File: config.mk
export PLATFORM = sky130hd
export DESIGN_NAME = alu_unit
export DESIGN_NICKNAME = d
export VERILOG_FILES = /design/src/rtl/alu_pkg.sv /design/src/rtl/alu_op_decoder.sv /design/src/rtl/alu_addsub.sv /design/src/rtl/alu_bitwise.sv /design/src/rtl/alu_unit.sv
export SDC_FILE = /design/constraint.sdc
export NUM_CORES = 1
export LEC_CHECK = 0
export CAP_MARGIN = 20
export CORE_MARGIN = 8
export CORE_UTILIZATION = 50
export DETAILED_ROUTE_END_ITERATION = 8
export GPL_TIMING_DRIVEN = 0
export PLACE_DENSITY = 0.84
export SYNTH_ARGS = -nofsm -noshare
export SYNTH_HDL_FRONTEND = slang
export SYNTH_SLANG_ARGS = --single-unit
File: constraint.sdc
create_clock -name vclk -period 6.81
set_input_delay 0.681 -clock vclk [all_inputs]
set_output_delay 0.681 -clock vclk [all_outputs]
set_load 0.02 [all_outputs]
File: src/rtl/alu_pkg.sv
package alu_pkg;

  typedef enum logic [2:0] {
    SEL_AND = 3'b000,
    SEL_OR  = 3'b001,
    SEL_ADD = 3'b010,
    SEL_SUB = 3'b110,
    SEL_SLT = 3'b111
  } alu_sel_e;

  localparam logic [1:0] CLS_ADD = 2'b00;
  localparam logic [1:0] CLS_SUB = 2'b01;

  localparam logic [5:0] FN_ADD = 6'b100000;
  localparam logic [5:0] FN_SUB = 6'b100010;
  localparam logic [5:0] FN_AND = 6'b100100;
  localparam logic [5:0] FN_OR  = 6'b100101;
  localparam logic [5:0] FN_SLT = 6'b101010;

endpackage

File: src/rtl/alu_op_decoder.sv
module alu_op_decoder
  import alu_pkg::*;
#(
  parameter int CLS_W = 2,
  parameter int FN_W  = 6
) (
  input  logic [CLS_W-1:0] alu_op_i,
  input  logic [FN_W-1:0]  funct_i,
  output alu_sel_e         sel_o
);

  alu_sel_e fn_sel;

  always_comb begin
    unique case (funct_i)
      FN_SUB:  fn_sel = SEL_SUB;
      FN_AND:  fn_sel = SEL_AND;
      FN_OR:   fn_sel = SEL_OR;
      FN_SLT:  fn_sel = SEL_SLT;
      default: fn_sel = SEL_ADD;  // covers FN_ADD and undefined codes
    endcase
  end

  always_comb begin
    if (alu_op_i[CLS_W-1])        sel_o = fn_sel;
    else if (alu_op_i == CLS_SUB) sel_o = SEL_SUB;
    else                          sel_o = SEL_ADD;
  end

  always_comb begin
    AST_FORCED_ADD: assert (alu_op_i != CLS_ADD || sel_o == SEL_ADD)
      else $error("forced add class gave select %b", sel_o);
    AST_FORCED_SUB: assert (alu_op_i != CLS_SUB || sel_o == SEL_SUB)
      else $error("forced subtract class gave select %b", sel_o);
  end

endmodule

File: src/rtl/alu_addsub.sv
module alu_addsub #(
  parameter int W = 32
) (
  input  logic [W-1:0] a_i,
  input  logic [W-1:0] b_i,
  input  logic         sub_i,
  output logic [W-1:0] sum_o,
  output logic         ovf_o,
  output logic         less_o
);

  localparam int MSB = W - 1;

  logic [W-1:0] b_eff;

  always_comb begin
    b_eff  = sub_i ? ~b_i : b_i;
    sum_o  = a_i + b_eff + {{(W-1){1'b0}}, sub_i};
    // same-sign inputs producing an opposite-sign sum
    ovf_o  = (a_i[MSB] == b_eff[MSB]) && (sum_o[MSB] != a_i[MSB]);
    // true sign of a-b, corrected for wrap
    less_o = sum_o[MSB] ^ ovf_o;
  end

endmodule

File: src/rtl/alu_bitwise.sv
module alu_bitwise #(
  parameter int W = 32
) (
  input  logic [W-1:0] a_i,
  input  logic [W-1:0] b_i,
  input  logic         use_or_i,
  output logic [W-1:0] y_o
);

  for (genvar i = 0; i < W; i++) begin : g_bit
    assign y_o[i] = use_or_i ? (a_i[i] | b_i[i]) : (a_i[i] & b_i[i]);
  end

endmodule

File: src/rtl/alu_unit.sv
module alu_unit
  import alu_pkg::*;
#(
  parameter int WIDTH = 32,
  parameter int CLS_W = 2,
  parameter int FN_W  = 6
) (
  input  logic [CLS_W-1:0] alu_op_i,
  input  logic [FN_W-1:0]  funct_i,
  input  logic [WIDTH-1:0] a_i,
  input  logic [WIDTH-1:0] b_i,
  output logic [WIDTH-1:0] result_o,
  output logic             zero_o,
  output logic             overflow_o,
  output logic [2:0]       op_sel_o
);

  localparam int MSB = WIDTH - 1;

  alu_sel_e         sel;
  logic [WIDTH-1:0] arith_y;
  logic [WIDTH-1:0] logic_y;
  logic             arith_ovf;
  logic             arith_less;
  logic             is_arith;

  alu_op_decoder #(.CLS_W(CLS_W), .FN_W(FN_W)) u_dec (
    .alu_op_i (alu_op_i),
    .funct_i  (funct_i),
    .sel_o    (sel)
  );

  // select bit 2 means "negate b", shared by subtract and compare
  alu_addsub #(.W(WIDTH)) u_addsub (
    .a_i    (a_i),
    .b_i    (b_i),
    .sub_i  (sel[2]),
    .sum_o  (arith_y),
    .ovf_o  (arith_ovf),
    .less_o (arith_less)
  );

  alu_bitwise #(.W(WIDTH)) u_bitwise (
    .a_i      (a_i),
    .b_i      (b_i),
    .use_or_i (sel[0]),
    .y_o      (logic_y)
  );

  always_comb begin
    is_arith = (sel == SEL_ADD) || (sel == SEL_SUB);
    unique case (sel)
      SEL_AND, SEL_OR:  result_o = logic_y;
      SEL_SLT:          result_o = {{(WIDTH-1){1'b0}}, arith_less};
      default:          result_o = arith_y;
    endcase
    overflow_o = arith_ovf & is_arith;
    zero_o     = ~|result_o;
    op_sel_o   = sel;
  end

  always_comb begin
    AST_LEGAL_SEL: assert (sel inside {SEL_AND, SEL_OR, SEL_ADD, SEL_SUB, SEL_SLT})
      else $error("illegal select %b", sel);
    AST_NO_OVERFLOW: assert (!overflow_o || is_arith)
      else $error("overflow on non-arithmetic select %b", sel);
    AST_ADD_OVF_SIGNS: assert (!(sel == SEL_ADD && overflow_o) || (a_i[MSB] == b_i[MSB]))
      else $error("add overflow with differing operand signs");
    AST_SUB_EQUAL_ZERO: assert (!(sel == SEL_SUB && a_i == b_i) || (zero_o && !overflow_o))
      else $error("equal operands did not subtract to zero");
    AST_SLT_EQUAL: assert (!(sel == SEL_SLT && a_i == b_i) || zero_o)
      else $error("compare of equal operands not zero");
  end

endmodule

Yosys cells after proc, flatten, opt, wreduce, memory -nomap -nowiden

Cells that the tools add are included.

Register bits after elaboration: 0
Input port bits: 72
Output and inout port bits: 37
Logic and storage cells: 123

$add $sub $neg: 2
Eq/ne operators: 11
Muxes and demuxes: 37
Bitwise logic cells: 67
Reduce and logical (&&, ||, !) cells: 6

Operators with widths:

| operator           | count |
|---|---|
| $pmux 32 s2        | 1 |
| $and 1x1->1        | 33 |
| $add 32x1->32      | 1 |
| $add 32x32->32     | 1 |
| $mux 1             | 32 |
| $mux 32            | 1 |
| $not 32->32        | 1 |
| $or 1x1->1         | 32 |
| $reduce_or 32->1   | 1 |
| $eq 6x6->1 const B | 4 |
| $pmux 3 s4         | 1 |
| $eq 3x3->1 const B | 2 |
| $mux 3             | 2 |
| $eq 3x1->1 const B | 1 |
| $eq 3x2->1 const B | 1 |
| $logic_not 3->1    | 1 |
| $eq 2x1->1 const B | 1 |
| $reduce_or 2->1    | 1 |
| $eq 1x1->1         | 1 |
| $logic_and 1x1->1  | 1 |
| $logic_not 1->1    | 1 |
| $logic_or 1x1->1   | 1 |
| $ne 1x1->1         | 1 |
| $xor 1x1->1        | 1 |

Longest topological paths before layout

Depth in word-level cells: 12
Gate-level depth with buffers: 17
Gate-level depth less buffers: 14

By module

Synthesis repeated with hierarchy kept, for this count alone.

Cells, all modules: 417
Area, all modules: 3091.7 µm²

By module, submodules not included:

| module         | times used | cells each | area each (µm²) | seq. area each (µm²) |
|---|---|---|---|---|
| alu_addsub     | 1          | 301        | 2117.0          | 0.0 |
| alu_unit       | 1          | 73         | 519.2           | 0.0 |
| alu_bitwise    | 1          | 35         | 391.6           | 0.0 |
| alu_op_decoder | 1          | 8          | 63.8            | 0.0 |

Worst setup path after synthesis

No wires, ideal clock.

Path kind: input to output
Start point: input funct_i[4]
End point: output zero_o
Arrival: 4.648 ns
Required time: 6.129 ns
Slack: 1.481 ns
Cell stages on the path: 16
Cells stage by stage: nand3b_1 -> o31a_1 -> clkbuf_1 -> clkbuf_1 -> xnor2_1 -> ha_1 -> o21a_1 -> a21boi_2 -> a41oi_2 -> a21o_1 -> buf_6 -> a2111oi_1 -> mux2_2 -> o211ai_1 -> or4b_1 -> nor2_1

Elaborated cells on any way between the ends: 52
Classes of those cells: add/sub: 2; eq/ne: 8; mux: 36; bitwise: 1; reduce/logical: 5

RTL lines:

| what                 | RTL line             | RTL |
|---|---|---|
| start, declared      | alu_unit.sv:9        | `input logic [FN_W-1:0] funct_i,` |
| $eq 6x6->1           | alu_op_decoder.sv:15 | `unique case (funct_i)` |
| $pmux 3 s4 (*)       | alu_op_decoder.sv:15 |  |
| $mux 3 (*)           | alu_op_decoder.sv:25 | `if (alu_op_i[CLS_W-1]) sel_o = fn_sel;` |
| $mux 32              | alu_addsub.sv:17     | `b_eff = sub_i ? ~b_i : b_i;` |
| $add 32x32->32       | alu_addsub.sv:18     | `sum_o = a_i + b_eff + {{(W-1){1'b0}}, sub_i};` |
| $add 32x1->32        | alu_addsub.sv:18     |  |
| $pmux 32 s2 (*)      | alu_unit.sv:52       | `unique case (sel)` |
| net result_o[30]     | alu_unit.sv:12       | `output logic [WIDTH-1:0] result_o,` |
| $reduce_or 32->1 (*) | alu_unit.sv:58       | `zero_o = ~\|result_o;` |
| $logic_not 1->1 (*)  | alu_unit.sv:58       |  |
| end, declared        | alu_unit.sv:13       | `output logic zero_o,` |

Mark *: on every way through the listed nets, which the timed path passes. The rest lies on a longest branch.

Worst setup path after layout

Start point: input funct_i[0]
End point: output zero_o

Longest elaborated chain between the ends: 12
Elaborated cells on any way between the ends: 52
Classes of those cells: add/sub: 2; eq/ne: 8; mux: 36; bitwise: 1; reduce/logical: 5

RTL lines:

| what                 | RTL line             | RTL |
|---|---|---|
| $eq 6x6->1           | alu_op_decoder.sv:15 |  |
| $pmux 3 s4 (*)       | alu_op_decoder.sv:15 |  |
| $mux 3 (*)           | alu_op_decoder.sv:25 |  |
| $mux 32              | alu_addsub.sv:17     |  |
| $add 32x32->32       | alu_addsub.sv:18     |  |
| $add 32x1->32        | alu_addsub.sv:18     |  |
| $ne 1x1->1           | alu_addsub.sv:20     | `ovf_o = (a_i[MSB] == b_eff[MSB]) && (sum_o[MSB] != a_i[MSB]);` |
| $logic_and 1x1->1    | alu_addsub.sv:20     |  |
| $xor 1x1->1          | alu_addsub.sv:22     | `less_o = sum_o[MSB] ^ ovf_o;` |
| $pmux 32 s2 (*)      | alu_unit.sv:52       |  |
| $reduce_or 32->1 (*) | alu_unit.sv:58       |  |
| $logic_not 1->1 (*)  | alu_unit.sv:58       |  |

Mark *: on every way between the ends. The rest lies on a longest branch, timed or not.

==> summary.txt <==
Yosys
  – Mapped cell area: 3770 um2
  – Post-synthesis cell type count: 77
  – Top-count cell post-synth: nand2_1
  – Post-synthesis simple-gate area fraction: 0.252
  – Adder-Cell Fraction of Synth Area: 0.195
  – Area share of the largest cell type after synthesis: 0.110
  – Post-synthesis xor/xnor area fraction: 0.104
  – Top cells by count, synth: nand2_1, a21oi_1, o21ai_0, xnor2_1, nor2_1
  – Mux cell area share after synthesis: 0.0113
  – Post-Syn Nets: 654
  – Largest family of logic cells by synthesized area: compound AO/OA/AOI/OAI gates
  – Sequential fraction of the synthesis area: 0
  – Compound-Gate Fraction of Synth Area: 0.377
  – Top cells by area, synth: ha_1, xnor2_1, maj3_1, a21oi_1, nand2_1
  – Mapped Avg Cell Area: 6.87 um2
  – Synth Instances: 548
  – Synth warnings: 0
  – Largest area contributor in the netlist: ha_1

Global route
  – Overflow after GRT: 0
  – First-pass GRT wire length: 23,800 um
  – Vias in the first global route: 4,581
  – Maximum number of pins on one net before global-route repair: 11
  – Initial antenna violation count: 0
  – GRT Util Overall: 0.280

Place
  – Placed inst area: 4970 um2
  – DPL Wire Length: 12,500 um
  – IO Port Bufs: 108
  – Placed Cells incl. Taps: 755
  – GPL Wtd Cong: 0.979

Detailed routing
  – Wire length per cell after detailed routing: 20.5 um
  – Vias: 4,941
  – Met2 wire len: 6880 um
  – Number of iterations in the first detailed-routing pass: 5
  – Highest metal used: met4
  – Initial DRC Count: 436
  – DR WL met3: 1410 um
  – DRC: 0
  – Final ANT Viol Nets: 0
  – Total Wirelength: 15,500 um
  – Met1 wire length: 6870 um
  – Vias/cell: 6.54

Floorplanning
  – Starting density of the core: 0.517
  – Core area: 7290 um2
  – Die Y: 103 um
  – FP Rows: 31
  – Top Ports: 109
  – Die area: 10,600 um2
  – Chip width: 103 um

Finish
  – Layout Nets: 765
  – Final Non-Filler Cells: 756
  – Flip-flop and latch count: 0
  – Fin area: 4990 um2
  – Area growth, synth to finish: 32.5%
  – Multi-input gate area: 3540 um2
  – # clk buffers: 0
  – Reg area: 0 um2
  – Filler instances: 702
  – Layout cells sized above 1: 0.0502
  – Antenna cells: 0
  – Post-Route Utilization: 0.685

Pwr
  – Leak: 1.86 nW
  – Pwr/cell area: 150 nW/um2
  – VDD IR max: 0.0892 mV
  – Pwr Total: 0.750 mW

Flow run
  – Max cap viols: 0

Timing
  – Period utilization: 0.967
  – Fmax: 152 MHz
  – Worst-margin pin slew: 0.937 ns
  – Final hold violation count: 0
  – Setup violators final: 0
  – Total negative slack: 0 ns
  – Slew Viols, Final: 0
  – Fin crit period: 6.58 ns
  – RSZ-0062 raised after global routing: false
  – Slew Limit Headroom: 0.373

Status
  – Status: finished, final reports clean

Setup path
  – Worst Path Max Fanout: 8
  – CP Class: in -> out
  – Crit path launch type: primary input
  – Worst EP arrival: 5.90 ns
  – CP Cell Sequence: clkdlybuf4s50_1 > or4b_4 > o221ai_4 > inv_1 > fa_1 > nand2b_1 > a21bo_2 > a211o_1 > a21o_1 > a311oi_1 > o21ai_1 > a2111oi_0 > or4b_1 > nor2_1 > clkdlybuf4s50_1
  – Critical path data required time: 6.13 ns
  – Most frequent CP cell: clkdlybuf4s50_1
  – Endpoint class of the critical path: output pin
  – Slowest cell on the critical path: clkdlybuf4s50_1
  – CP max stage delay: 0.62 ns

Hold path
  – Worst min path class: in -> out
==> final timing paths <==
check,start,endpoint,slack (ns),cells after the start
setup / recovery,funct_i[0],zero_o,0.23,15
hold / removal,b_i[31],overflow_o,2.43,5
==> final cells by class <==
| cell class | instances | share of cell area |
|---|---|---|
| multi-input combinational | 493 | 0.708 |
| timing repair buffer | 110 | 0.219 |
| buffer | 33 | 0.0316 |
| tap | 99 | 0.0248 |
| inverter | 21 | 0.0158 |
==> power by group <==
group          internal (mW)  switching (mW)  total (mW)
clock                      0               0           0
sequential                 0               0           0
combinational          0.335           0.415       0.750
total                  0.335           0.415       0.750
==> critical path: cells and delay by family <==
family	cells	cell delay [ns]
buf+inv	3	1.36
compound gates	7	2.03
simple gates	4	1.41
fa+ha+maj	1	0.42
==> what timing repair did <==
action | in CTS | in global routing
pin swaps | 0 | 1
endpoints found under the hold margin | 0 | 0
buffers inserted | 0 | 2
endpoints found under the setup margin | 1 | 1
resized for setup | 4 | 7
hold buffers | 0 | 0
==> routing by layer <==
metal,up-vias,track usage
met3,32,0.0398
met4,0,0.0845
met2,261,0.452
met1,2319,0.375
li1,2329,-
met5,-,0
==> layout by cell type (no fill, tap or decap), types with 8 or more instances in the layout <==
cell | netlist | routed
clkbuf_1 | 21 | 17
o21ai_0 | 40 | 38
xnor2_1 | 39 | 39
a21o_1 | 17 | 17
nand3_1 | 12 | 12
nand4_1 | 14 | 14
inv_1 | 21 | 21
a21oi_1 | 48 | 48
or3_1 | 8 | 8
buf_2 | 7 | 8
nor2_1 | 36 | 36
nor3_1 | 10 | 10
nand2_1 | 54 | 54
maj3_1 | 30 | 30
clkdlybuf4s50_1 | 0 | 108
ha_1 | 33 | 33
==> cell families after synthesis <==
| group | after synthesis |
|---|---|
| AOI/OAI and AO/OA | 202 |
| xor gates and xnor gates | 43 |
| muxes | 4 |
| buffers and inverters | 55 |
| adders and majority gates | 64 |
| and+or+nand+nor | 180 |
==> stage by stage <==
step	hold slack (ns)	setup slack [ns]
after global placement	2.38	-0.227
after detailed placement	2.42	-0.306
after global routing	2.48	0.0585
after CTS	2.42	0.00735
final	2.43	0.227
after floorplan	1.55	1.48
(Power assumes the default switching activity.)
